--- src/rtl/sram_ctl_pkg.sv ---
package sram_ctl_pkg;

  typedef enum logic [1:0] {
    ST_IDLE  = 2'd0,
    ST_READ  = 2'd1,
    ST_TURN  = 2'd2,
    ST_WRITE = 2'd3
  } ctl_state_t;

  function automatic int cdiv(input int num, input int den);
    return (num + den - 1) / den;
  endfunction

  function automatic int imax(input int a, input int b);
    return (a > b) ? a : b;
  endfunction

endpackage

--- src/rtl/sram_ctl_phase.sv ---
module sram_ctl_phase #(
  parameter int W = 3
) (
  input  logic         clk,
  input  logic         rst,
  input  logic         clr,
  output logic [W-1:0] cnt
);
  always_ff @(posedge clk) begin
    if (rst || clr) cnt <= '0;
    else            cnt <= cnt + 1'b1;
  end
endmodule

--- src/rtl/sram_ctl_turn.sv ---
module sram_ctl_turn #(
  parameter int W    = 2,
  parameter int LOAD = 2
) (
  input  logic         clk,
  input  logic         rst,
  input  logic         load,
  output logic [W-1:0] left
);
  always_ff @(posedge clk) begin
    if (rst)               left <= '0;
    else if (load)         left <= W'(LOAD);
    else if (left != '0)   left <= left - 1'b1;
  end
endmodule

--- src/rtl/sram_ctl_rdcap.sv ---
module sram_ctl_rdcap #(
  parameter int DW = 8
) (
  input  logic          clk,
  input  logic          rst,
  input  logic          cap,
  input  logic [DW-1:0] din,
  output logic [DW-1:0] rd_data,
  output logic          rd_valid
);
  always_ff @(posedge clk) begin
    if (rst) begin
      rd_data  <= '0;
      rd_valid <= 1'b0;
    end else begin
      rd_valid <= cap;
      if (cap) rd_data <= din;
    end
  end
endmodule

--- src/rtl/sram_ctl.sv ---
module sram_ctl
  import sram_ctl_pkg::*;
#(
  parameter int ADDR_W    = 15,
  parameter int DATA_W    = 8,
  parameter int CLK_NS    = 5,
  parameter int T_ACC_NS  = 10,
  parameter int T_OE_NS   = 6,
  parameter int T_WP_NS   = 9,
  parameter int T_WHZ_NS  = 8,
  parameter int T_DW_NS   = 6,
  parameter int WR_OE_LOW = 0
) (
  input  logic              clk,
  input  logic              rst,
  input  logic              req,
  input  logic              req_wr,
  input  logic [ADDR_W-1:0] req_addr,
  input  logic [DATA_W-1:0] req_wdata,
  output logic              ready,
  output logic [DATA_W-1:0] rd_data,
  output logic              rd_valid,
  output logic [ADDR_W-1:0] mem_addr,
  output logic              mem_cs_n,
  output logic              mem_we_n,
  output logic              mem_oe_n,
  output logic [DATA_W-1:0] mem_dout,
  output logic              mem_dout_en,
  input  logic [DATA_W-1:0] mem_din
);
  // cycle counts derived from nanosecond limits
  localparam int ACC_CYC   = imax(1, cdiv(T_ACC_NS, CLK_NS));
  localparam int OE_CYC    = imax(1, cdiv(T_OE_NS, CLK_NS));
  localparam int WP_CYC    = imax(1, cdiv(T_WP_NS, CLK_NS));
  localparam int DW_CYC    = imax(1, cdiv(T_DW_NS, CLK_NS));
  localparam int WHZ_CYC   = cdiv(T_WHZ_NS, CLK_NS);
  localparam int RD_CYC    = imax(ACC_CYC, OE_CYC);
  localparam int WBASE     = (WR_OE_LOW != 0) ? imax(WP_CYC, WHZ_CYC + DW_CYC)
                                              : imax(WP_CYC, DW_CYC);
  localparam int WR_CYC    = imax(WBASE, ACC_CYC - 1);
  localparam int DRV_START = (WR_OE_LOW != 0) ? WHZ_CYC : 0;
  localparam bit DRV_LATE  = (DRV_START > 0);
  localparam int DRV_AT    = DRV_LATE ? DRV_START - 1 : 0;
  localparam int TURN_CYC  = imax(1, WHZ_CYC);
  localparam int PH_W      = $clog2(imax(RD_CYC, WR_CYC) + 1);
  localparam int TN_W      = $clog2(TURN_CYC + 1);
  localparam logic OE_WR   = (WR_OE_LOW != 0) ? 1'b0 : 1'b1;

  localparam logic [PH_W-1:0] RD_LAST  = PH_W'(RD_CYC - 1);
  localparam logic [PH_W-1:0] WR_LAST  = PH_W'(WR_CYC - 1);
  localparam logic [PH_W-1:0] DRV_STEP = PH_W'(DRV_AT);

  ctl_state_t      st;
  logic [PH_W-1:0] ph;
  logic [TN_W-1:0] turn_left;
  logic            turn_ok;
  logic            start_rd;
  logic            start_wr;
  logic            rd_done;

  assign turn_ok  = (turn_left <= TN_W'(1));
  assign start_rd = (st == ST_IDLE) && req && !req_wr;
  assign start_wr = (((st == ST_IDLE) && req && req_wr) || (st == ST_TURN)) && turn_ok;
  assign rd_done  = (st == ST_READ) && (ph == RD_LAST);

  sram_ctl_phase #(.W(PH_W)) u_phase (
    .clk (clk),
    .rst (rst),
    .clr (start_rd | start_wr),
    .cnt (ph)
  );

  sram_ctl_turn #(.W(TN_W), .LOAD(TURN_CYC)) u_turn (
    .clk  (clk),
    .rst  (rst),
    .load (rd_done),
    .left (turn_left)
  );

  sram_ctl_rdcap #(.DW(DATA_W)) u_rdcap (
    .clk      (clk),
    .rst      (rst),
    .cap      (rd_done),
    .din      (mem_din),
    .rd_data  (rd_data),
    .rd_valid (rd_valid)
  );

  always_ff @(posedge clk) begin
    if (rst) begin
      st          <= ST_IDLE;
      ready       <= 1'b1;
      mem_addr    <= '0;
      mem_dout    <= '0;
      mem_cs_n    <= 1'b1;
      mem_we_n    <= 1'b1;
      mem_oe_n    <= 1'b1;
      mem_dout_en <= 1'b0;
    end else begin
      unique case (st)
        ST_IDLE: begin
          if (req) begin
            ready    <= 1'b0;
            mem_addr <= req_addr;   // select is high here, so moving is legal
            if (req_wr) begin
              mem_dout <= req_wdata;
              st       <= ST_TURN;  // overridden below when no gap is owed
            end else begin
              mem_cs_n <= 1'b0;
              mem_oe_n <= 1'b0;
              st       <= ST_READ;
            end
          end
        end
        ST_READ: begin
          if (rd_done) begin
            mem_cs_n <= 1'b1;
            mem_oe_n <= 1'b1;
            ready    <= 1'b1;
            st       <= ST_IDLE;
          end
        end
        ST_TURN: begin
          st <= ST_TURN;
        end
        ST_WRITE: begin
          if (DRV_LATE && (ph == DRV_STEP)) mem_dout_en <= 1'b1;
          if (ph == WR_LAST) begin
            mem_cs_n    <= 1'b1;
            mem_we_n    <= 1'b1;
            mem_oe_n    <= 1'b1;
            mem_dout_en <= 1'b0;
            ready       <= 1'b1;
            st          <= ST_IDLE;
          end
        end
        default: st <= ST_IDLE;
      endcase
      if (start_wr) begin
        mem_cs_n    <= 1'b0;
        mem_we_n    <= 1'b0;
        mem_oe_n    <= OE_WR;
        mem_dout_en <= !DRV_LATE;
        st          <= ST_WRITE;
      end
    end
  end

endmodule

--- config.mk ---
export PLATFORM = sky130hd
export DESIGN_NAME = sram_ctl
export DESIGN_NICKNAME = d
export VERILOG_FILES = /design/src/rtl/sram_ctl_pkg.sv /design/src/rtl/sram_ctl_phase.sv /design/src/rtl/sram_ctl_turn.sv /design/src/rtl/sram_ctl_rdcap.sv /design/src/rtl/sram_ctl.sv
export SDC_FILE = /design/constraint.sdc
export NUM_CORES = 1
export LEC_CHECK = 0
export ABC_AREA = 1
export CAP_MARGIN = 20
export CORE_UTILIZATION = 44
export CTS_CLUSTER_SIZE = 8
export DETAILED_ROUTE_END_ITERATION = 10
export PLACE_DENSITY = 0.87
export SLEW_MARGIN = 20
export SYNTH_ARGS = -nofsm -noshare
export SYNTH_HDL_FRONTEND = slang
export SYNTH_SLANG_ARGS = --single-unit
--- constraint.sdc ---
create_clock -name clk -period 2.7 [get_ports clk]
set_input_delay 0.54 -clock clk [delete_from_list [all_inputs] [get_ports clk]]
set_output_delay 0.54 -clock clk [all_outputs]
set_load 0.05 [all_outputs]
# Yosys cells after proc, flatten, opt, wreduce, memory -nomap -nowiden
# Index checks and enable logic that the tools add are counted.
# word_totals
regBits	43
ram_bits	0
in_bits	35
n_memories	0
word_cells	74
mem_bits_ro	0
latch_bits	0
# op_classes
mux	21
add_sub_neg	2
bitwise	1
n_div	0
magnitude_cmp	1
shifts	0
eq_ne	12
reduce_logical	24
mul	0
# ops
cell	n
2-bit two-way mux	7
1-bit two-way mux	11
5-bit AND reduction	2
3-bit inequality test (second input constant)	3
2-bit case mux with 4 select lines	1
2-bit nonzero test	4
2-bit inequality test (second input constant)	3
1-bit case mux with 3 select lines	2
3-bit AND reduction	2
1-bit logical AND	5
2-bit by 1-bit equality test with 1-bit output (second input constant)	2
2-bit equality test (second input constant)	2
2-bit AND reduction	2
4-bit AND reduction	1
4-bit nonzero test	1
2-bit OR reduction	2
3-bit by 2-bit inequality test with 1-bit output (second input constant)	1
3-bit nonzero test	1
2-bit by 1-bit adder with 2-bit output (second input constant)	1
2-bit by 1-bit less-or-equal comparator with 1-bit output (second input constant)	1
2-bit logical NOT	1
1-bit logical OR	2
2-bit by 1-bit inequality test with 1-bit output (second input constant)	1
2-bit by 1-bit subtractor with 2-bit output (second input constant)	1
2 further kinds	2

# Longest topological paths before layout
# logic_depth
word_depth	7
depth_mapped	8
mapped_depth_nobuf	8

# Cells and area by module
# A second synthesis with hierarchy kept.
# unflattened
cells_unflattened	217
area_unflattened_um2	1724.2
# modules_own_cells
module	cells_each	seq_area_each_um2	area_per_inst_um2	n_inst
sram_ctl	144	600.6	1213.7	1
sram_ctl_rdcap	54	180.2	369.1	1
sram_ctl_turn	11	40.0	75.1	1
sram_ctl_phase	8	40.0	66.3	1

# Worst setup path after synthesis
# No wires, ideal clock.
# synth_timing
kind	reg-to-output
start	register mem_dout[3]
end	output port mem_dout[3]
slack_ps	1543
stages_incl_launch_ff	1
arrival_ps	617
required_time_ps	2160
path_buffers	0
path_cell_list	dfxtp_1
# synth_lines
element	line	rtl
from (decl)	sram_ctl.sv:27	output logic [DATA_W-1:0] mem_dout,
from (signal assigned)	sram_ctl.sv:106	mem_dout <= req_wdata;
# No word-level cell between the ends.

# Worst setup path after layout
# layout_timing
start	register mem_dout[3]
end	output port mem_dout[3]
# No word-level cell between the ends.

==> flow_summary.toml <==
[timing]
setup_viol = 0
finalCritPeriodShare_pct = 76.54
fmax_ghz = 0.4839
hold_violations = 0
hold_ws_ns = 0.4412
rsz0062_at_grt = "false"
final_max_slew_viol_count = 0
skew_ns = 0.004850
finalSetupTns_ns = 0
worst_slew_pin_slew_ns = 0.5125
relSlewSlack_pct = 65.73
fin_crit_ns = 2.067

[yosys]
syn_inst = 212
post_synth.cell_area_avg_sq_um = 7.566
yosys.area.top_type = "dfxtp_1"
synth_seq_cells = 43
ys_seq_area_share_pct = 53.67
synth.top_cell.area_share_pct = 53.67
ys_types = 19
syn_nets = 248
netlist_top_cells_area = "dfxtp_1 (54%), nor2_1 (12%), nand2_1 (11%)"
syn_area_sq_mm = 0.001604
yosysWarningCount = 0

[place]
gp_congestion = 0.7511
portBuffers = 71
post-dp-hpwl_microns = 2558
placed_area_sq_mm = 0.002346

[routing]
wire_per_inst_microns = 10.42
vias_per_cell = 4.494
drt_iter0_markers = 114
dr.pass1.iters = 4
postRouteAntennaNets = 0
vias = 1492
drc = 0
wl_microns = 3461

[floorplanning]
start_util_pct = 46.96
die_x_microns = 62.38
die_h_microns = 62.38
row_count = 21
io_pins = 72
dieArea_sq_mm = 0.003891
core_area_sq_mm = 0.003416

[clock_network]
cts-htree-levels = 2
cts.sink_count = 43
clk_latency_ns = 0.34
root_buffer = "clkbuf_4"
postCtsHoldBufs = 0
clk_path_buf_depth = 2
cts_setup_buffers = 0
path_clk_slew_ns = 0.12
cts_tree = "built"
cts_resized = 0
numCtsBuffers = 5

[worst_setup_path]
r2r-start = "u_phase.cnt[0]"
reg2reg_slack_ns = 1.43
crit_family = "buffers and inverters"
path_buf_inv = 1
worstPathRequired_ns = 2.16
worst_setup_path_start_kind = "flip-flop"
regToRegEndpoint = "u_rdcap.rd_data[2]"
rr_worst_depth = 6
slowest_stage = "clkdlybuf4s50_1"
crit_chain = "clkdlybuf4s50_1"
cp-end-kind = "output port"
max_stage_delay_ns = 0.81
cp_max_fo = 2
cp.depth = 1
crit_arrival_ns = 1.53
critical_path_class = "reg -> out"

[grt]
grt_max_degree = 19
grt_pass1_wl_microns = 5968
grtUsageTotal_pct = 19.29
antenna_found_initial = 0
overflow = 0
first_global_vias = 1344

[finish]
layout.nets = 322
drive_gt1_share_pct = 5.245
antenna_cells = 0
synthToLayoutAreaGrowth_pct = 49.77
final_design_area_no_fill_sq_mm = 0.002402

[pwr]
p_leak_nw = 1.074
ir_drop_mv = 0.4737
power_density_mw_per_mm2 = 639.8

[outcome]
status = "completed"

[hold_path]
hold_start = "u_phase.cnt[0]"
holdPathEnd = "u_phase.cnt[0]"
whs_path_depth = 1
hold_class = "reg -> reg"

[job]
cap_viol_max_count = 0
## sequential cells by signal, summed over array words and instances (netlist names)
register,cells
mem_addr,15
mem_dout,8
u_rdcap.rd_data,8
st,2
u_phase.cnt,2
u_turn.left,2
mem_cs_n,1
mem_dout_en,1
mem_oe_n,1
mem_we_n,1
ready,1
u_rdcap.rd_valid,1
## cell type report
type,count,area [sq um]
Clock buffer,6,51.30
Clock inverter,1,5.005
Fill cell,292,1013
Inverter,21,78.83
Multi-Input combinational cell,142,623.1
Sequential cell,43,860.8
Tap cell,46,57.56
Timing Repair Buffer,73,725.7
## how the worst max path moves through the flow
| stage | from | to | slack, ns |
|---|---|---|---|
| floorplan | mem_dout[3] | mem_dout[3] | 1.54 |
| global placement | rst | u_rdcap.rd_data[0] | 0.70 |
| detailed placement | rst | u_rdcap.rd_data[2] | 0.65 |
| CTS | mem_dout[3] | mem_dout[3] | 0.61 |
| global route | u_rdcap.rd_data[2] | rd_data[2] | 0.57 |
| finish | mem_dout[3] | mem_dout[3] | 0.63 |
## power by group
| part | internal, mW | switching, mW | total (mW) |
|---|---|---|---|
| Clock | 0.121 | 0.191 | 0.312 |
| Combinational | 0.181 | 0.313 | 0.495 |
| Sequential | 0.696 | 0.0344 | 0.730 |
| Total | 0.998 | 0.539 | 1.54 |
## routing by layer
layer	up-vias	track usage, %	share of wire, %
li1	801	-	-
met2	54	30.91	45
met4	0	6.105	1.3
met5	-	0	0
met3	5	6.569	7.6
met1	632	24.37	46
## kinds of logic after synthesis
kind of cell               Yosys count  synth area share (%)
adders and majority gates            1                0.7799
AOI/OAI and AO/OA                   22                 6.864
buffers and inverters               27                 7.487
DFF                                 43                 53.67
and+or+nand+nor                    119                 31.20
## synth_stat cells
library cell / instances
nor2_1: 50
nand2_1: 49
dfxtp_1: 43
o21ai_0: 19
inv_1: 18
nand3_1: 15
a21oi_1: 3
buf_2: 2
buf_6: 2
inv_2: 2
clkbuf_1: 1
clkbuf_2: 1
clkinv_1: 1
ha_1: 1
nand2_4: 1
nor2_2: 1
nor2_4: 1
nor2_8: 1
nor3_1: 1
## cell usage in the layout, fill, tap and decap left out, types with 2 or more instances in the layout
cell type        count
inv_1               18
inv_2                2
clkbuf_4             5
buf_4                2
a21oi_1              3
dfxtp_1             43
nand2_1             49
o21ai_0             19
nand3_1             15
nor2_1              50
clkdlybuf4s50_1     71
## metrics by stage
step	utilization, %	worst slack, ns	total power [mW]	std cells
2_1_floorplan	-	1.543	1.067	212
3_3_place_gp	68.68	0.7050	1.235	325
3_5_place_dp	68.68	0.6543	1.241	325
4_1_cts	70.33	0.6150	1.546	332
5_1_grt	70.33	0.5676	1.625	332
6_report	70.33	0.6334	1.537	332
No activity file was read; power rests on OpenSTA's default activity.
